--- src/rtl/mmc_ident_pkg.sv ---
package mmc_ident_pkg;

    typedef enum logic [2:0] {
        ST_IDLE   = 3'd0,
        ST_READY  = 3'd1,
        ST_IDENT  = 3'd2,
        ST_STBY   = 3'd3,
        ST_INACT  = 3'd4,
        ST_CIDTX  = 3'd5
    } card_state_e;

    localparam logic [5:0] CMD_OP_COND  = 6'd1;
    localparam logic [5:0] CMD_ALL_CID  = 6'd2;
    localparam logic [5:0] CMD_SET_ADDR = 6'd3;
    localparam logic [5:0] CMD_GO_INACT = 6'd15;

    localparam int ADDR_W = 16;

endpackage

--- src/rtl/mmc_busy_timer.sv ---
module mmc_busy_timer #(
    parameter int BUSY_CLKS = 1000
) (
    input  logic clk,
    input  logic rst_n,
    output logic busy
);
    localparam int CNT_W = $clog2(BUSY_CLKS + 1);
    localparam logic [CNT_W-1:0] LIMIT = CNT_W'(BUSY_CLKS);

    logic [CNT_W-1:0] cnt;

    always_ff @(posedge clk or negedge rst_n) begin
        if (!rst_n) begin
            cnt <= '0;
        end else if (cnt != LIMIT) begin
            cnt <= cnt + 1'b1;
        end
    end

    assign busy = (cnt != LIMIT);

    // Once the busy period has ended, the flag must stay clear until the next reset.
    AST_BUSY_ONCE: assert property (@(posedge clk) disable iff (!rst_n)
        !busy |=> !busy);

endmodule

--- src/rtl/mmc_volt_window.sv ---
module mmc_volt_window #(
    parameter logic [31:0] CARD_VDD = 32'h00FF_8000
) (
    input  logic [23:0] win_req,
    input  logic        busy,
    output logic        is_query,
    output logic        is_reject,
    output logic [31:0] ocr_word
);
    logic [23:0] overlap;

    always_comb begin
        overlap   = win_req & CARD_VDD[23:0];
        is_query  = (win_req == 24'd0);
        is_reject = !is_query && (overlap == 24'd0);
        ocr_word  = {!busy, CARD_VDD[30:0]};
    end

endmodule

--- src/rtl/mmc_cid_arbiter.sv ---
module mmc_cid_arbiter #(
    parameter int CID_W = 128,
    parameter logic [CID_W-1:0] CID_VALUE = {(CID_W/16){16'hC39A}}
) (
    input  logic clk,
    input  logic rst_n,
    input  logic start,
    input  logic line_in,
    output logic drive_low,
    output logic won,
    output logic lost
);
    localparam int IDX_W = $clog2(CID_W);
    localparam logic [IDX_W-1:0] TOP = IDX_W'(CID_W - 1);

    logic             active;
    logic [IDX_W-1:0] pos;
    logic             cur_bit;
    logic             mismatch;

    always_comb begin
        cur_bit   = CID_VALUE[pos];
        mismatch  = active && (line_in != cur_bit);
        lost      = mismatch;
        won       = active && !mismatch && (pos == '0);
        drive_low = active && !cur_bit;
    end

    always_ff @(posedge clk or negedge rst_n) begin
        if (!rst_n) begin
            active <= 1'b0;
            pos    <= '0;
        end else if (start) begin
            active <= 1'b1;
            pos    <= TOP;
        end else if (active) begin
            if (mismatch || pos == '0) begin
                active <= 1'b0;
            end else begin
                pos <= pos - 1'b1;
            end
        end
    end

    // A lost bit must release the line in the next cycle.
    AST_RELEASE_ON_LOSS: assert property (@(posedge clk) disable iff (!rst_n)
        (lost && !start) |=> !drive_low);

endmodule

--- src/rtl/mmc_ident_ctrl.sv ---
module mmc_ident_ctrl
    import mmc_ident_pkg::*;
#(
    parameter int BUSY_CLKS = 1000,
    parameter logic [31:0] CARD_VDD = 32'h00FF_8000,
    parameter int CID_W = 128,
    parameter logic [CID_W-1:0] CID_VALUE = {(CID_W/16){16'hC39A}}
) (
    input  logic        clk,
    input  logic        rst_n,
    input  logic        cmd_valid,
    input  logic [5:0]  cmd_index,
    input  logic [31:0] cmd_arg,
    input  logic        line_in,
    output logic        od_drive_low,
    output logic        push_pull,
    output logic [2:0]  card_state,
    output logic [15:0] rca,
    output logic        ocr_valid,
    output logic [31:0] ocr_value
);
    card_state_e state, nxt;

    logic busy, is_query, is_reject, cid_won, cid_lost, cid_start;
    logic [31:0] ocr_word;
    logic hit_op, hit_cid, hit_addr, hit_inact;

    assign hit_op    = cmd_valid && (cmd_index == CMD_OP_COND);
    assign hit_cid   = cmd_valid && (cmd_index == CMD_ALL_CID);
    assign hit_addr  = cmd_valid && (cmd_index == CMD_SET_ADDR);
    assign hit_inact = cmd_valid && (cmd_index == CMD_GO_INACT);
    assign cid_start = (state == ST_READY) && hit_cid;

    mmc_busy_timer #(.BUSY_CLKS(BUSY_CLKS)) u_busy (
        .clk  (clk),
        .rst_n(rst_n),
        .busy (busy)
    );

    mmc_volt_window #(.CARD_VDD(CARD_VDD)) u_volt (
        .win_req  (cmd_arg[23:0]),
        .busy     (busy),
        .is_query (is_query),
        .is_reject(is_reject),
        .ocr_word (ocr_word)
    );

    mmc_cid_arbiter #(.CID_W(CID_W), .CID_VALUE(CID_VALUE)) u_cid (
        .clk      (clk),
        .rst_n    (rst_n),
        .start    (cid_start),
        .line_in  (line_in),
        .drive_low(od_drive_low),
        .won      (cid_won),
        .lost     (cid_lost)
    );

    // State register
    always_ff @(posedge clk or negedge rst_n) begin
        if (!rst_n) state <= ST_IDLE;
        else        state <= nxt;
    end

    // Next-state logic
    always_comb begin
        nxt = state;
        unique case (state)
            ST_IDLE: begin
                if (hit_inact)                               nxt = ST_INACT;
                else if (hit_op && is_reject)                nxt = ST_INACT;
                else if (hit_op && !is_query && !busy)       nxt = ST_READY;
            end
            ST_READY: begin
                if (hit_inact)      nxt = ST_INACT;
                else if (hit_cid)   nxt = ST_CIDTX;
            end
            ST_CIDTX: begin
                if (cid_won)        nxt = ST_IDENT;
                else if (cid_lost)  nxt = ST_READY;
            end
            ST_IDENT: begin
                if (hit_inact)      nxt = ST_INACT;
                else if (hit_addr)  nxt = ST_STBY;
            end
            ST_STBY: begin
                if (hit_inact)      nxt = ST_INACT;
            end
            ST_INACT: nxt = ST_INACT;
            default:  nxt = ST_IDLE;
        endcase
    end

    // Registered outputs
    always_ff @(posedge clk or negedge rst_n) begin
        if (!rst_n) begin
            rca       <= '0;
            ocr_valid <= 1'b0;
            ocr_value <= '0;
        end else begin
            ocr_valid <= (state == ST_IDLE) && hit_op && !is_reject;
            if ((state == ST_IDLE) && hit_op && !is_reject) begin
                ocr_value <= ocr_word;
            end
            if ((state == ST_IDENT) && hit_addr) begin
                rca <= cmd_arg[31:16];
            end
        end
    end

    // Combinational outputs
    always_comb begin
        card_state = state;
        push_pull  = (state == ST_STBY);
    end

    AST_INACT_LOCK: assert property (@(posedge clk) disable iff (!rst_n)
        (state == ST_INACT) |=> (state == ST_INACT));

    AST_DRIVE_IN_TX: assert property (@(posedge clk) disable iff (!rst_n)
        od_drive_low |-> (state == ST_CIDTX));

    AST_IDENT_ENTRY: assert property (@(posedge clk) disable iff (!rst_n)
        (state == ST_IDENT && $past(state) != ST_IDENT) |-> ($past(state) == ST_CIDTX));

    AST_STBY_ENTRY: assert property (@(posedge clk) disable iff (!rst_n)
        (state == ST_STBY && $past(state) != ST_STBY) |-> ($past(state) == ST_IDENT));

    AST_RCA_HOLD: assert property (@(posedge clk) disable iff (!rst_n)
        (state == ST_STBY && $past(state) == ST_STBY) |-> $stable(rca));

    AST_OCR_CAUSE: assert property (@(posedge clk) disable iff (!rst_n)
        ocr_valid |-> ($past(cmd_valid) && $past(cmd_index) == CMD_OP_COND));

endmodule

--- config.mk ---
export PLATFORM = sky130hd
export DESIGN_NAME = mmc_ident_ctrl
export DESIGN_NICKNAME = d
export VERILOG_FILES = /design/src/rtl/mmc_ident_pkg.sv /design/src/rtl/mmc_busy_timer.sv /design/src/rtl/mmc_volt_window.sv /design/src/rtl/mmc_cid_arbiter.sv /design/src/rtl/mmc_ident_ctrl.sv
export SDC_FILE = /design/constraint.sdc
export NUM_CORES = 1
export LEC_CHECK = 0
export CORE_MARGIN = 8
export CORE_UTILIZATION = 40
export DETAILED_ROUTE_END_ITERATION = 16
export GPL_ROUTABILITY_DRIVEN = 0
export GPL_TIMING_DRIVEN = 0
export MAX_ROUTING_LAYER = met4
export PLACE_DENSITY = 0.86
export SYNTH_ARGS = -nofsm -noshare
export SYNTH_HDL_FRONTEND = slang
export SYNTH_SLANG_ARGS = --single-unit
--- constraint.sdc ---
create_clock -name clk -period 5.8 [get_ports clk]
set_clock_uncertainty 0.05 [all_clocks]
set_input_delay 0.87 -clock clk [delete_from_list [all_inputs] [get_ports clk]]
set_output_delay 0.87 -clock clk [all_outputs]
set_load 0.05 [all_outputs]
# Word level (Yosys, flattened, before mapping)
# Memories as Yosys holds them, arrays and structs flattened.
# Cells that the tools add are included.
# Widths: inputs -> output; s select.
[totals] rom_bits=128 n_memories=1 output_inout_bits=54 regBits=48 wordCells=75 latch_bits=0 inputBits=42 mem_bits_rw=0
[op_classes] reduce_logical=29 magnitude_cmp=1 mux=18 multipliers=0 div_mod_pow=0 addsub=2 shifts=0 bitwise=0 n_eq_ne=17
[memory_table] memory="(no name shown)" depth=128 word_bits=1 rd=1 rd_clocked_by_memory_dff=0 write_ports=0 line="mmc_cid_arbiter.sv:22" rtl="cur_bit = CID_VALUE[pos];"
[op_table] cell="$logic_not 24->1" count=2
[op_table] cell="$mux 3" count=10
[op_table] cell="$mux 7" count=3
[op_table] cell="$pmux 3 s6" count=1
[op_table] cell="$logic_and 1x1->1" count=16
[op_table] cell="$eq 6x2->1 const B" count=2
[op_table] cell="$add 10x1->10 const B" count=1
[op_table] cell="$ne 10x10->1 const B" count=1
[op_table] cell="$lt 7x8->1 const B" count=1
[op_table] cell="$logic_not 7->1" count=1
[op_table] cell="$sub 7x1->7 const B" count=1
[op_table] cell="$eq 3x2->1 const B" count=2
[op_table] cell="$eq 3x3->1 const B" count=2
[op_table] cell="$eq 6x1->1 const B" count=1
[op_table] cell="$eq 6x4->1 const B" count=1
[op_table] cell="$ne 3x3->1 const B" count=2
[op_table] cell="$logic_not 1->1" count=5
[op_table] cell="$reduce_and 5->1" count=1
[op_table] cell="$mux 1" count=4
[op_table] cell="$ne 4x4->1 const B" count=1
[op_table] cell="$eq 3x1->1 const B" count=1
[op_table] cell="$logic_not 3->1" count=1
[op_table] cell="$ne 3x2->1 const B" count=1
[op_table] cell="$ne 2x1->1 const B" count=1
[op_table] cell="other kinds (5)" count=5

# Depth between registers and ports, before layout
[depth] ltp_word=9 depth_mapped=8 depth_no_buf=7

# Hierarchy
# Synthesis repeated with hierarchy kept, for this count alone.
[hier_totals] cells_unflattened=300 area_unflattened_um2=3569.7
[by_module_without_submodules] mod="mmc_ident_ctrl" area_each_um2=2218.4 cells_per_inst=151 seq_area_each_um2=1301.2 n_inst=1
[by_module_without_submodules] mod="mmc_cid_arbiter" area_each_um2=545.5 cells_per_inst=62 seq_area_each_um2=200.2 n_inst=1
[by_module_without_submodules] mod="mmc_busy_timer" area_each_um2=483.0 cells_per_inst=42 seq_area_each_um2=250.2 n_inst=1
[by_module_without_submodules] mod="mmc_volt_window" area_each_um2=322.8 cells_per_inst=45 seq_area_each_um2=0.0 n_inst=1

# Worst setup path before layout
# No wires, ideal clock.
[synth_timing] path_type="reg2out" from="reg state[1], in the netlist card_state[1]" to="out push_pull" path_stages_with_launch=4 setup_slack_ns=2.855 t_required_ns=4.880 n_path_buf=1 t_arrival_ns=2.025 path_cell_list="dfrtp_1 -> buf_4 -> inv_1 -> nor3_1"
[synth_via] elab_chain_len=1
[synth_rtl] item="start, declared" line="mmc_ident_ctrl.sv:22" rtl="card_state_e state, nxt;"
[synth_rtl] item="start signal, assigned" line="mmc_ident_ctrl.sv:61" rtl="else state <= nxt;"
[synth_rtl] item="$eq 3x2->1" line="mmc_ident_ctrl.sv:113" rtl="push_pull = (state == ST_STBY);"
[synth_rtl] item="end, declared" line="mmc_ident_ctrl.sv:16" rtl="output logic push_pull,"
# Every way passes these cells.

# Worst setup path after layout
[layout_timing] from="reg u_cid.pos[2]" to="out od_drive_low"
[layout_via] elab_chain_len=4
[layout_rtl] item="start, declared" line="mmc_cid_arbiter.sv:17" rtl="logic [IDX_W-1:0] pos;"
[layout_rtl] item="start signal, assigned" line="mmc_cid_arbiter.sv:40" rtl="pos <= pos - 1'b1;"
[layout_rtl] item="$mem_v2 128x1"
[layout_rtl] item="$mux 1 (not written as such)" line="mmc_cid_arbiter.sv:22"
[layout_rtl] item="$logic_not 1->1" line="mmc_cid_arbiter.sv:26" rtl="drive_low = active && !cur_bit;"
[layout_rtl] item="$logic_and 1x1->1" line="mmc_cid_arbiter.sv:26"
[layout_rtl] item="end, declared" line="mmc_ident_ctrl.sv:15" rtl="output logic od_drive_low,"
# Every way passes these cells. The select of a mux whose other input is x is not followed.

==> impl_metrics.py <==
metrics = {
    "die": {
        "fp-row-count": 28,
        "core_sq_mm": 0.00585,
        "die_h_um": 93.3,
        "initial_utilization_pct": 40.8,
        "die_x_um": 93.3,
        "die-area_sq_mm": 0.00870,
        "io_pins": 96,
    },
    "final_layout": {
        "fin_nets": 381,
        "final_util_pct": 57.9,
        "fin_area_sq_mm": 0.00339,
        "area_delta_synth_final_pct": 41.8,
        "diodes": 0,
        "drive_gt1_share_pct": 23.4,
        "finalNonFillerCells": 409,
    },
    "placed_design": {
        "dpl.hpwl_um": 4830,
        "placedCellCount": 401,
        "port-buffer-count": 72,
        "place_area_sq_mm": 0.00328,
    },
    "timing": {
        "rsz0062_at_grt": "false",
        "tns_ns": 0,
        "relSlewSlack_pct": 40.8,
        "hold_viol": 0,
        "slew_violations": 0,
        "clock.fmax_mhz": 297,
        "setup_violations": 0,
        "min_period_ns": 3.37,
        "worst_slew_pin_slew_ns": 0.888,
        "timing.final.crit_share_pct": 58.1,
    },
    "detailed_routing": {
        "via_per_inst": 4.79,
        "postRouteAntennaNets": 0,
        "first_iter_violations": 99,
        "vias": 1960,
        "routedWlPerCell_um": 14.3,
        "routed_wirelength_um": 5850,
        "dr.pass1.iters": 4,
        "drc": 0,
    },
    "power": {
        "power.total_uw": 979,
        "peakVddDrop_mv": 0.172,
        "powerDensity_mw_per_mm2": 289,
        "power.leakage_nw": 1.56,
    },
    "critical_path": {
        "cp_num_buf_inv": 2,
        "timing.critical_path.slowest_cell_delay_ns": 0.81,
        "regToRegEndpoint": "u_cid.pos[5]",
        "path_delay_family": "buffers and inverters",
        "slowest_stage": "clkdlybuf4s50_1",
        "end_kind": "primary output",
        "crit_path_cell_trace": "inv_1, ha_1, nor2b_1, a31oi_1, and2_1, clkdlybuf4s50_1",
        "crit_type": "reg2out",
        "cp_max_fo": 7,
        "rrSetupSlack_ns": 3.50,
        "r2r_start": "u_cid.pos[2]",
        "crit_required_ns": 4.88,
        "crit_cells": 6,
        "r2r_cells": 8,
        "start_kind": "flop",
        "cp.arrival_ns": 2.45,
    },
    "cts": {
        "clock-root-buffer": "clkbuf_8",
        "cts-resized-gates": 0,
        "clock-sinks": 40,
        "cts_tree": "yes",
        "clk_latency_ns": 0.29,
        "clk_pin_slew_ns": 0.08,
        "clock_path_buffers": 2,
        "hold_buffers": 0,
        "cts_max_level": 2,
        "postCtsSetupRepairBufs": 0,
        "cts_buffers": 5,
    },
    "synthesis": {
        "async_reset_ff_share_pct": 100,
        "synth_cell_types": 53,
        "syn_inst": 233,
        "syn_area_sq_mm": 0.00239,
        "synth.most_common_cell": "dfrtp_1",
        "synth_top_area_share_pct": 41.9,
        "synth_edf_count": 0,
        "ys.flop_type": "dfrtp_1",
        "synthTopCellsByCount": "dfrtp_1, buf_4, mux2_2",
        "yosysTopAreaCell": "dfrtp_1",
        "ys_seq_area_share_pct": 41.9,
        "ys_top_cells_by_area": "dfrtp_1, buf_4, mux2_2",
        "synth_seq_cells": 40,
        "postSynthAreaPerCell_sq_um": 10.3,
        "yosysWarningCount": 0,
    },
    "flow_run": {
        "drv_cap": 0,
    },
    "status": {
        "status": "complete, no violations",
    },
    "grt": {
        "grtUsageTotal_pct": 13.7,
        "antenna_found_initial": 0,
        "grt_overflow": 0,
        "grt_max_degree": 41,
        "grt_pass1_wl_um": 9420,
        "grt_pass1_vias": 1986,
    },
    "worst_hold_path": {
        "holdPathEnd": "u_busy.cnt[9]",
        "hold_class": "reg2reg",
        "min_from": "u_busy.cnt[9]",
        "whs_path_depth": 1,
    },
}
-- logic make-up after synthesis --
group | after synthesis | share of synthesized area [%]
mux | 20 | 9.37
compound gates | 23 | 8.06
buf+inv | 51 | 13.8
simple gates | 82 | 19.9
xor+xnor | 10 | 3.67
flops | 40 | 41.9
other cells | 1 | 0.157
fa+ha+maj | 6 | 3.14
-- through the flow --
step	hold WS, ns	setup WS [ns]
4_1_cts	0.427	2.43
6_report	0.429	2.43
3_3_place_gp	0.408	2.78
3_5_place_dp	0.416	2.79
2_1_floorplan	0.392	2.86
5_1_grt	0.449	2.28
-- worst max-delay path by stage --
| stage | to | startpoint |
|---|---|---|
| detailed placement | od_drive_low | u_cid.pos[2] |
| floorplan | push_pull | card_state[1] |
| global route | od_drive_low | u_cid.pos[2] |
| global placement | od_drive_low | u_cid.pos[0] |
| finish | od_drive_low | u_cid.pos[2] |
| CTS | od_drive_low | u_cid.pos[2] |
-- area by class of cell --
cell class	instances	area [sq um]
fillers	497	2460
multi-input cells	163	1140
flip-flops and latches	40	1000
repair buffers	72	716
plain buffers	38	282
well taps	75	93.8
clock buffers	5	68.8
inverters	13	48.8
clock inverters	3	42.5
-- power breakdown --
| group | switching, mW | internal [mW] |
|---|---|---|
| Combinational | 0.260 | 0.171 |
| Clock | 0.0983 | 0.127 |
| Sequential | 0.0206 | 0.302 |
-- layout by cell type, fill, tap and decap left out, drive strengths merged, types with 2 or more instances in the layout --
| cell type | n |
|---|---|
| a311oi | 2 |
| a31oi | 3 |
| and2 | 3 |
| and3 | 2 |
| buf | 38 |
| clkbuf | 6 |
| clkdlybuf4s50 | 71 |
| conb | 22 |
| dfrtp | 40 |
| ha | 6 |
| inv | 13 |
| mux2 | 19 |
| nand2 | 16 |
| nand3 | 13 |
| nand4 | 4 |
| nor2 | 15 |
| nor3 | 7 |
| nor3b | 2 |
| nor4 | 8 |
| nor4b | 2 |
| o211ai | 2 |
| o21ai | 2 |
| o311a | 2 |
| o31a | 2 |
| o31ai | 2 |
| or2 | 2 |
| or3 | 2 |
| xnor2 | 7 |
| xor2 | 3 |
-- flip-flops by register name, summed over array words and instances, names as in the netlist --
register      cells
card_state        3
ocr_valid         1
ocr_value         2
rca              16
u_busy.cnt       10
u_cid.active      1
u_cid.pos         7
-- layer usage --
metal	GRT usage (%)	routed length, um	part of all wire [%]
met2	25.1	3260	56
met4	3.36	70	1.2
met1	14.3	2210	38
met3	3.45	310	5.3
met5	-	0	0
Note: power is estimated with default switching activity, not from simulation.
